==> config.mk <==
export PLATFORM = sky130hd
export DESIGN_NAME = membus_seq
export DESIGN_NICKNAME = d
export VERILOG_FILES = /design/src/rtl/membus_pkg.sv /design/src/rtl/membus_fsm.sv /design/src/rtl/membus_dpath.sv /design/src/rtl/membus_seq.sv
export SDC_FILE = /design/constraint.sdc
export NUM_CORES = 1
export LEC_CHECK = 0
export ABC_AREA = 1
export BUFFER_PORTS_ARGS = -buffer_cell sky130_fd_sc_hd__buf_2
export CORE_UTILIZATION = 35
export CTS_CLUSTER_DIAMETER = 150
export DETAILED_ROUTE_END_ITERATION = 10
export PLACE_DENSITY = 0.64
export SYNTH_ARGS = -nofsm -noshare
export SYNTH_HDL_FRONTEND = slang
export SYNTH_SLANG_ARGS = --single-unit
==> constraint.sdc <==
create_clock -name clk -period 1.3 [get_ports clk]
set_input_delay 0.13 -clock clk [delete_from_list [all_inputs] [get_ports clk]]
set_output_delay 0.13 -clock clk [all_outputs]
set_load 0.02 [all_outputs]
==> src/rtl/membus_pkg.sv <==
package membus_pkg;

    typedef enum logic [2:0] {
        PH_IDLE    = 3'd0,
        PH_ADDR    = 3'd1,
        PH_STROBE  = 3'd2,
        PH_WAIT    = 3'd3,
        PH_RELEASE = 3'd4
    } phase_e;

    typedef struct packed {
        phase_e ph;
        logic   is_wr;
        logic   rd_n;
        logic   wr_n;
        logic   oe;
        logic   done;
    } seq_state_t;

endpackage

==> src/rtl/membus_fsm.sv <==
module membus_fsm
    import membus_pkg::*;
(
    input  logic clk,
    input  logic rst_n,
    input  logic req_valid,
    input  logic req_write,
    input  logic mem_ready,
    output logic accept,
    output logic capture,
    output logic busy,
    output logic done,
    output logic rd_n,
    output logic wr_n,
    output logic oe
);

    seq_state_t st_d, st_q;

    always_comb begin
        st_d    = st_q;
        accept  = 1'b0;
        capture = 1'b0;
        unique case (st_q.ph)
            PH_IDLE: begin
                if (req_valid) begin
                    accept     = 1'b1;
                    st_d.ph    = PH_ADDR;
                    st_d.is_wr = req_write;
                end
            end
            PH_ADDR:   st_d.ph = PH_STROBE;
            PH_STROBE: st_d.ph = PH_WAIT;
            PH_WAIT: begin
                if (mem_ready) begin
                    st_d.ph = PH_RELEASE;
                    capture = !st_q.is_wr;
                end
            end
            PH_RELEASE: st_d.ph = PH_IDLE;
            default:    st_d.ph = PH_IDLE;
        endcase
        // strobes and enable are registered: decode from the next phase
        st_d.rd_n = !(!st_d.is_wr && (st_d.ph == PH_STROBE || st_d.ph == PH_WAIT));
        st_d.wr_n = !( st_d.is_wr && (st_d.ph == PH_STROBE || st_d.ph == PH_WAIT));
        st_d.oe   = st_d.is_wr && (st_d.ph == PH_WAIT);
        st_d.done = (st_d.ph == PH_RELEASE);
    end

    always_ff @(posedge clk or negedge rst_n) begin
        if (!rst_n) begin
            st_q <= '{ph: PH_IDLE, is_wr: 1'b0, rd_n: 1'b1, wr_n: 1'b1, oe: 1'b0, done: 1'b0};
        end else begin
            st_q <= st_d;
        end
    end

    assign busy = (st_q.ph != PH_IDLE);
    assign done = st_q.done;
    assign rd_n = st_q.rd_n;
    assign wr_n = st_q.wr_n;
    assign oe   = st_q.oe;

    AST_STROBE_EXCL: assert property (@(posedge clk) disable iff (!rst_n)
        !(!rd_n && !wr_n));
    AST_OE_IN_WRITE: assert property (@(posedge clk) disable iff (!rst_n)
        oe |-> !wr_n);
    AST_STROBE_AFTER_ADDR: assert property (@(posedge clk) disable iff (!rst_n)
        ($fell(rd_n) || $fell(wr_n)) |-> $past(st_q.ph) == PH_ADDR);
    AST_RELEASE_ON_READY: assert property (@(posedge clk) disable iff (!rst_n)
        ($rose(rd_n) || $rose(wr_n)) |-> ($past(mem_ready) && done));
    AST_DONE_SINGLE: assert property (@(posedge clk) disable iff (!rst_n)
        done |=> (!done && !busy));
    AST_NO_START_BUSY: assert property (@(posedge clk) disable iff (!rst_n)
        (busy && !done) |=> busy);

endmodule

==> src/rtl/membus_dpath.sv <==
module membus_dpath #(
    parameter int ADDR_W = 16,
    parameter int DATA_W = 8
) (
    input  logic              clk,
    input  logic              rst_n,
    input  logic              accept,
    input  logic              capture,
    input  logic              oe,
    input  logic [ADDR_W-1:0] req_addr,
    input  logic [DATA_W-1:0] req_wdata,
    input  logic [DATA_W-1:0] bus_data_in,
    output logic [ADDR_W-1:0] addr,
    output logic [DATA_W-1:0] data_out,
    output logic [DATA_W-1:0] rdata
);

    typedef struct packed {
        logic [ADDR_W-1:0] addr;
        logic [DATA_W-1:0] wdata;
        logic [DATA_W-1:0] rdata;
    } dp_t;

    dp_t dp_d, dp_q;

    always_comb begin
        dp_d = dp_q;
        if (accept) begin
            dp_d.addr  = req_addr;
            dp_d.wdata = req_wdata;
        end
        if (capture) begin
            dp_d.rdata = bus_data_in;
        end
    end

    always_ff @(posedge clk or negedge rst_n) begin
        if (!rst_n) begin
            dp_q <= '0;
        end else begin
            dp_q <= dp_d;
        end
    end

    assign addr     = dp_q.addr;
    assign data_out = oe ? dp_q.wdata : '0;
    assign rdata    = dp_q.rdata;

    AST_RDATA_HOLD: assert property (@(posedge clk) disable iff (!rst_n)
        !capture |=> $stable(rdata));

endmodule

==> src/rtl/membus_seq.sv <==
module membus_seq #(
    parameter int ADDR_W = 16,
    parameter int DATA_W = 8
) (
    input  logic              clk,
    input  logic              rst_n,
    input  logic              req_valid,
    input  logic              req_write,
    input  logic [ADDR_W-1:0] req_addr,
    input  logic [DATA_W-1:0] req_wdata,
    output logic              busy,
    output logic              done,
    output logic [DATA_W-1:0] rdata,
    output logic [ADDR_W-1:0] bus_addr,
    output logic              bus_rd_n,
    output logic              bus_wr_n,
    output logic [DATA_W-1:0] bus_data_out,
    output logic              bus_data_oe,
    input  logic [DATA_W-1:0] bus_data_in,
    input  logic              mem_ready
);

    logic accept;
    logic capture;

    membus_fsm u_fsm (
        .clk       (clk),
        .rst_n     (rst_n),
        .req_valid (req_valid),
        .req_write (req_write),
        .mem_ready (mem_ready),
        .accept    (accept),
        .capture   (capture),
        .busy      (busy),
        .done      (done),
        .rd_n      (bus_rd_n),
        .wr_n      (bus_wr_n),
        .oe        (bus_data_oe)
    );

    membus_dpath #(
        .ADDR_W (ADDR_W),
        .DATA_W (DATA_W)
    ) u_dpath (
        .clk         (clk),
        .rst_n       (rst_n),
        .accept      (accept),
        .capture     (capture),
        .oe          (bus_data_oe),
        .req_addr    (req_addr),
        .req_wdata   (req_wdata),
        .bus_data_in (bus_data_in),
        .addr        (bus_addr),
        .data_out    (bus_data_out),
        .rdata       (rdata)
    );

    AST_ADDR_HOLD: assert property (@(posedge clk) disable iff (!rst_n)
        (busy && $past(busy)) |-> $stable(bus_addr));
    AST_RD_CAPTURE: assert property (@(posedge clk) disable iff (!rst_n)
        (done && $rose(bus_rd_n)) |-> rdata == $past(bus_data_in));

endmodule

# Word-level counts from Yosys, hierarchy flattened
# Cells that the tools add are included.
[classes] add_sub_neg=0 mul=0 div_mod_pow=0 magnitude_cmp=0 eq_ne=6 shift=0 muxes=9 bitwise_logic=0 n_reduce_logical=10
[ops] op="3-bit by 2-bit equality test with 1-bit output, second input constant" n=4
[ops] op="3-bit case mux with 4 select lines" n=1
[ops] op="8-bit two-way mux" n=1
[ops] op="1-bit two-way mux" n=5
[ops] op="1-bit logical NOT" n=4
[ops] op="4-bit two-way mux" n=1
[ops] op="3-bit by 1-bit equality test with 1-bit output, second input constant" n=1
[ops] op="3-bit equality test, second input constant" n=1
[ops] op="1-bit logical AND" n=3
[ops] op="3-bit logical NOT" n=1
[ops] op="3-bit two-way mux" n=1
[ops] op="3-bit nonzero test" n=1
[ops] op="1-bit logical OR" n=1
[word_totals] regBits=40 latchBits=0 mem_bits_rw=0 romBits=0 out_inout_bits=37 mem_count=0

# Longest topological paths before layout
# Gate-level depths: netlist of run 1.
[depth] word_depth=6 ltp_mapped=5

# By module
# Synthesis of run 1 repeated with hierarchy kept, for this count alone.
[hier_totals] cells_unflattened=209 area_unflattened_um2=1870.5
[modules_own_cells] mod="membus_dpath" instances=1 cells_per_inst=177 area_per_inst_um2=1525.2 seq_area_each_um2=800.8
[modules_own_cells] mod="membus_fsm" instances=1 cells_per_inst=32 area_per_inst_um2=345.3 seq_area_each_um2=202.7

# Least setup slack after synthesis of run 1
# Ideal clock, no wire load.
[synth_timing] kind="register -> register" startpoint="register u_fsm.st_q[5] (netlist name)" endpoint="register u_fsm.st_q[4] (netlist name)" arrival_time_ns=0.956 setup_slack_ns=0.228 path_stages_with_launch=6 path_buffers=1 cell_sequence="dfrtp_1 > nor2_2 > nand3_4 > buf_6 > nand2_2 > o21ai_2"
[synth_lines] item="start, declared" line_no="membus_fsm.sv:18" text="seq_state_t st_d, st_q;"
[synth_lines] item="start signal, assigned" line_no="membus_fsm.sv:52" text="st_q <= '{ph: PH_IDLE, is_wr: 1'b0, rd_n: 1'b1, wr_n: 1'b1, oe: 1'b0, done: 1'b0};"
[synth_lines] item="start signal, assigned" line_no="membus_fsm.sv:54" text="st_q <= st_d;"

# Worst setup path in the final report of run 1
[layout_timing] startpoint="register u_fsm.st_q[7] (netlist name)" endpoint="output port busy"
[layout_between] elab_chain_len=1
[layout_lines] item="3-bit nonzero test" line_no="membus_fsm.sv:58" text="assign busy = (st_q.ph != PH_IDLE);"
[layout_lines] item="end, declared" line_no="membus_seq.sv:11" text="output logic busy,"
# No other way between the ends.

==> results of run 1 <==
## worst max path at each step
| stage | startpoint | endpoint | cells past startpoint |
|---|---|---|---|
| floorplan | u_fsm.st_q[5]$_DFF_PN0_ | u_fsm.st_q[4]$_DFF_PN0_ | 5 |
| global route | u_fsm.st_q[6]$_DFF_PN0_ | busy | 3 |
| global placement | u_fsm.st_q[5]$_DFF_PN0_ | u_fsm.oe$_DFF_PN0_ | 6 |
| CTS | u_fsm.st_q[5]$_DFF_PN0_ | busy | 3 |
| detailed placement | u_fsm.st_q[5]$_DFF_PN0_ | u_fsm.oe$_DFF_PN0_ | 6 |
| finish | u_fsm.st_q[7]$_DFF_PN0_ | busy | 3 |
## power by group
part | switching [mW] | internal, mW
registers | 0.353 | 1.83
clock network | 0.422 | 0.568
logic | 1.49 | 0.918
total | 2.27 | 3.32
## layer usage
layer / vias up / wire (um)
met5: - / 0
met4: 0 / 52
met3: 6 / 211
met2: 49 / 1603
met1: 626 / 1521
li1: 720 / -
## stage by stage
step,instance area (sq um),setup slack [ns],hold WS [ns]
after floorplan,1957,0.2276,-0.1656
after global placement,2237,0.1693,0.09816
after detailed placement,2237,0.1393,0.09377
after CTS,2365,0.009092,0.05249
after global routing,2382,0.02614,0.05972
final,2382,0.09070,0.06823
## worst min-delay path, delay by kind of cell
| kind | cells | cell delay (ns) |
|---|---|---|
| buffers and inverters | 1 | 0.07 |
| and+or+nand+nor | 2 | 0.12 |
## repair_timing
action                                  in CTS  in global routing
hold endpoints to repair                    16                  0
setup buffers                                0                  2
pin swaps                                    0                  1
hold buffers                                 1                  0
endpoints found under the setup margin       3                  1
gates resized for setup                      2                  2
## registers in the layout (all words and copies together) (netlist names)
name,cells
u_dpath.addr,16
u_dpath.dp_q,8
u_dpath.rdata,8
u_fsm.done,1
u_fsm.oe,1
u_fsm.rd_n,1
u_fsm.st_q,4
u_fsm.wr_n,1
## cells by family (layout without fill, tap and decap cells)
family | count (synthesis) | count (layout)
DFF | 40 | 40
buffers and inverters | 69 | 127
and+or+nand+nor | 75 | 75
AOI/OAI and AO/OA | 25 | 25
## layout by cell type (no fill, tap or decap), types with 2 or more instances in the layout
cell,count
dfrtp_2,3
buf_2,73
buf_12,3
dfrtp_1,35
dfstp_2,2
o21ai_2,25
nand3_1,10
nor2_1,3
nand2_1,49
inv_1,38
nand2_2,5
nor2_4,2
nand4_1,2
buf_4,3
clkbuf_8,5
## final cells by class
| type | count | area, sq um | share of cell area [%] |
|---|---|---|---|
| inverter | 39 | 146.4 | 6.145 |
| timing repair buffer | 80 | 457.9 | 19.22 |
| clock buffer | 5 | 68.82 | 2.889 |
| sequential | 40 | 1007 | 42.28 |
| tap | 70 | 87.58 | 3.676 |
| multi-input combinational | 100 | 571.8 | 24.00 |
| clock inverter | 3 | 42.54 | 1.786 |
==> qor.csv, run 1 <==
metric,value,unit
status,completed,
total of max-cap violations,0,
count of final hold-check violations,0,
Pwr Total,5.584,mW
reg2reg start,u_fsm.st_q[6]$_DFF_PN0_,
synthesized cell area,1957,sq um
setup TNS,0,ns
worst skew pair latency,0.29,ns
clock skew,0.006887,ns
Final min period,1.209,ns
Setup crit end kind,primary output,
CP max stage cell,dfrtp_1,
Worst Tran Pin Value,0.4239,ns
Worst VDD drop,0.8914,mV
total track usage,12.97,%
endpoint arrival time on the critical path,1.08,ns
largest net degree at the start of global routing,28,
Max Transition Viols Final,0,
Worst path top cell family by delay,flip-flops,
Die H,76.78,um
Port Buffers,73,
# fillers,543,
die area,5894,sq um
R2R Path End,u_fsm.oe$_DFF_PN0_,
Initial Util,37.36,%
CP cell instances,"inv_2, nand2_1, buf_2",
layout cell share with drive strength beyond 1,47.94,%
post-synthesis sequential area ratio,51.28,%
Post-synth EDFFs,0,
mux share of post-synthesis cell area,0,%
synth cell count leaders,"49 x nand2_1, 38 x dfrtp_1, 38 x inv_1",
Placer Congestion,0.7294,
synth-to-layout area growth,21.74,%
Yosys warning count,0,
PD cells,2344,nW/um^2
syn_nets,246,
routed len/inst,10.06,um
DRC viols,0,
Clock Tree Root,clkbuf_8,
Synth Area in Simple Gates,17.77,%
"Async S/R FF share, synth",100.0,%
grt met1 use,16.28,%
first-pass GRT wire length,6030,um
Synth cell types,18,
reg-to-reg setup timing slack,0.10,ns
num ports,74,
antenna diode count,0,
global route hottest layer,met2,
Mapped Avg Cell Area,9.363,sq um
final core occ,45.48,%
Most used DFF post-synth,dfrtp_1,
Post-Synth XOR/XNOR Area,0,%
Antenna Nets Post-Route,0,
Cells after DPL,326,
complex-gate fraction of the synthesized area,11.19,%
Hold Path Class,primary input to register,
Yosys top cell area share,48.59,%
Hold Path Cell Cnt,3,
CTS tree,done,
hold path endpoint,u_dpath.rdata[0]$_DFFE_PN0P_,
maximum root-to-sink buffer count,2,
vias in the first global route,1347,
Chip Width,76.78,um
GR Overflow Total,0,
critical-path maximum fanout,4,
initial antenna violation count,0,
routed wire length,3389,um
core area,5238,sq um
cell taking the most area after synthesis,dfrtp_1,
Post-Synthesis Cells,209,
"count leader, synth",nand2_1,
CP bufs+invs,2,
Pre-antenna DRT Iters,4,
period utilisation layout,93.02,%
Final Non-Filler Cells,337,
area share of fa/ha/maj cells after synthesis,0,%
clock slew at reported path FFs,0.07,ns
Crit Path Class,register to primary output,
Worst EP required,1.17,ns
met3 Usage GRT,4.048,%
largest family of logic cells by synthesized area,buffers and inverters,
via count,1401,
CTS buffer count,5,
fmax,826.9,MHz
CP startpoint kind,register,
met2 GRT Util,20.63,%
nets,303,
# rows,26,
LEAKAGE,1.412,nW
synth top area cells,"dfrtp_1 49%, o21ai_2 11%, nand2_1 9.4%, buf_4 9.2%, inv_1 7.3%",
Worst path max stage delay,0.44,ns
Synth Register Bits,40,
H-Tree Depth,2,
vias per inst,4.157,
Hold Crit Start,bus_data_in[0],
Final setup viols,0,
clock sink count,40,
DP HPWL,2567,um
unrepaired setup endpoints after global routing,no,
Worst Reg2Reg Path Length in Cells,7,
max_slew headroom,71.74,%
initial DRC count,66,
No activity file was read; power rests on OpenSTA's default activity.
==> inputs of run 2 (changes only) <==
--- a/config.mk
+++ b/config.mk
@@ -6,7 +6,8 @@
 export NUM_CORES = 1
 export LEC_CHECK = 0
 export ABC_AREA = 1
-export BUFFER_PORTS_ARGS = -buffer_cell sky130_fd_sc_hd__buf_2
+export BUFFER_PORTS_ARGS = -buffer_cell sky130_fd_sc_hd__buf_4
+export CORE_ASPECT_RATIO = 2
 export CORE_UTILIZATION = 35
 export CTS_CLUSTER_DIAMETER = 150
 export DETAILED_ROUTE_END_ITERATION = 10
==> constraint.sdc (replaced) <==
create_clock -name clk -period 1.5 [get_ports clk]
set_input_delay 0.15 -clock clk [delete_from_list [all_inputs] [get_ports clk]]
set_output_delay 0.15 -clock clk [all_outputs]
set_load 0.02 [all_outputs]
==> qor.csv, run 2 (synthesized netlist as in run 1, its figures left out) <==
metric,value,unit,change
vias in the first global route,1312,,-2.6%
Clock Tree Root,clkbuf_8,,
first-pass GRT wire length,5658,um,-6.2%
LEAKAGE,1.433,nW,+1.5%
CP cell instances,"nor2_2, nand2_1, buf_4",,
vias per inst,4.341,,+4.4%
Pre-antenna DRT Iters,4,,unchanged
met3 Usage GRT,2.966,%,-1.1 points
most frequent cells in the layout,"74 x buf_4, 49 x nand2_1, 38 x inv_1, 38 x dfrtp_1, 25 x o21ai_2",,
CP max stage cell,dfrtp_1,,
Final setup viols,0,,unchanged
status,completed,,
setup repair bufs after CTS,0,,unchanged
unrepaired setup endpoints after global routing,no,,
Worst EP required,1.35,ns,+0.18 ns
clock slew at reported path FFs,0.08,ns,about the same
fmax,775.5,MHz,
routed len/inst,11.18,um,+11%
period utilisation layout,85.97,%,
Hold Path Class,primary input to register,,
setup TNS,0,ns,unchanged
maximum root-to-sink buffer count,2,,unchanged
total of max-cap violations,0,,unchanged
worst hold margin,0.07912,ns,+0.01089 ns
Worst path max stage delay,0.43,ns,about the same
layout cell share with drive strength beyond 1,45.63,%,-2.3 points
Chip Width,54.87,um,-29%
largest net degree at the start of global routing,41,,+46%
initial antenna violation count,0,,unchanged
Initial Util,36.10,%,-1.3 points
CTS tree,done,,
DP HPWL,2655,um,+3.4%
clock skew,0.007812,ns,+0.0009243 ns
grt met1 use,13.77,%,-2.5 points
via count,1402,,+0.071%
antenna diode count,0,,unchanged
initial DRC count,34,,-48%
"commonest non-fill, non-tap cell in the layout",buf_4,,
Hold Crit Start,bus_data_in[4],,
max_slew headroom,66.31,%,-5.4 points
clock sink count,40,,unchanged
# fillers,579,,+6.6%
Pwr Total,5.025,mW,-10%
# rows,38,,+46%
dpl ws,0.2654,ns,+0.1261 ns
nets,299,,-1.3%
reg2reg start,u_fsm.st_q[5]$_DFF_PN0_,,
CP startpoint kind,register,,
num ports,74,,unchanged
Die H,107.7,um,+40%
H-Tree Depth,2,,unchanged
CTS resizes,0,,-2
DRC viols,0,,unchanged
Placer Congestion,0.7764,,+6.4%
total track usage,13.47,%,+0.49 points
worst skew pair latency,0.30,ns,about the same
die area,5912,sq um,+0.30%
met2 GRT Util,23.06,%,+2.4 points
critical-path maximum fanout,5,,+1
CTS buffer count,5,,unchanged
count of final hold-check violations,0,,unchanged
Critical Path Source,u_fsm.st_q[5]$_DFF_PN0_,,
synth-to-layout area growth,26.98,%,
global route hottest layer,met2,,
Crit Path Class,register to primary output,,
core area,5420,sq um,+3.5%
Port Buffers,73,,unchanged
Max Transition Viols Final,0,,unchanged
GR Overflow Total,0,,unchanged
PD cells,2022,nW/um^2,-14%
Worst VDD drop,0.9163,mV,+2.8%
max reg flops,16,,unchanged
routed wire length,3612,um,+6.6%
Worst Tran Pin Value,0.5053,ns,+0.08143 ns
final setup margin,0.2104,ns,+0.1197 ns
Antenna Nets Post-Route,0,,unchanged
Final min period,1.290,ns,
endpoint arrival time on the critical path,1.14,ns,+0.06 ns
Setup crit end kind,primary output,,
-- run 2: routing by layer --
metal	part of all wire, %	up-vias
met5	0	-
met4	2.9	0
met3	5.0	6
met2	56	39
met1	36	651
li1	-	706
-- run 2: final cells by class --
class                           count  area, sq um  area share (%)
Sequential cell                    40         1003           40.38
Timing Repair Buffer               76        585.6           23.57
Multi-Input combinational cell    100        566.8           22.81
Inverter                           39        146.4           5.891
Tap cell                           60        75.07           3.021
Clock buffer                        6        72.57           2.920
Clock inverter                      2        35.03           1.410
-- run 2: timing repair --
item / in CTS / in global routing
setup endpoints to repair: 0 / 0
endpoints found under the hold margin: 38 / 0
hold buffers: 1 / 0
-- run 2: critical path, delay by kind of cell (launching register included) --
kind / cells / cell delay (ns)
flops: 1 / 0.43
simple gates: 2 / 0.26
buf+inv: 1 / 0.16
-- run 2: path summary, 6_finish.rpt --
kind | to | slack [ns] | cells past startpoint
setup / recovery | busy | 0.21 | 3
hold / removal | u_dpath.rdata[4]$_DFFE_PN0P_ | 0.08 | 3
setup reg to reg | u_dpath.addr[15]$_DFFE_PN0P_ | 0.25 | 5
hold reg to reg | u_dpath.rdata[2]$_DFFE_PN0P_ | 0.48 | 2
max in group asynchronous | u_fsm.wr_n$_DFF_PN1_ | 0.77 | 2
min in group asynchronous | u_fsm.st_q[7]$_DFF_PN0_ | 0.37 | 2
-- run 2: report_power, final --
| part | total [mW] | internal, mW | switching [mW] |
|---|---|---|---|
| clock network | 0.868 | 0.494 | 0.375 |
| registers | 1.91 | 1.58 | 0.325 |
| logic | 2.25 | 0.968 | 1.28 |
-- run 2: stage by stage --
step,util [%],instances,cell area (sq um)
2_1_floorplan,-,209,1957
3_3_place_gp,43.68,314,2367
3_5_place_dp,43.68,314,2367
4_1_cts,45.84,323,2485
5_1_grt,45.84,323,2485
6_report,45.84,323,2485
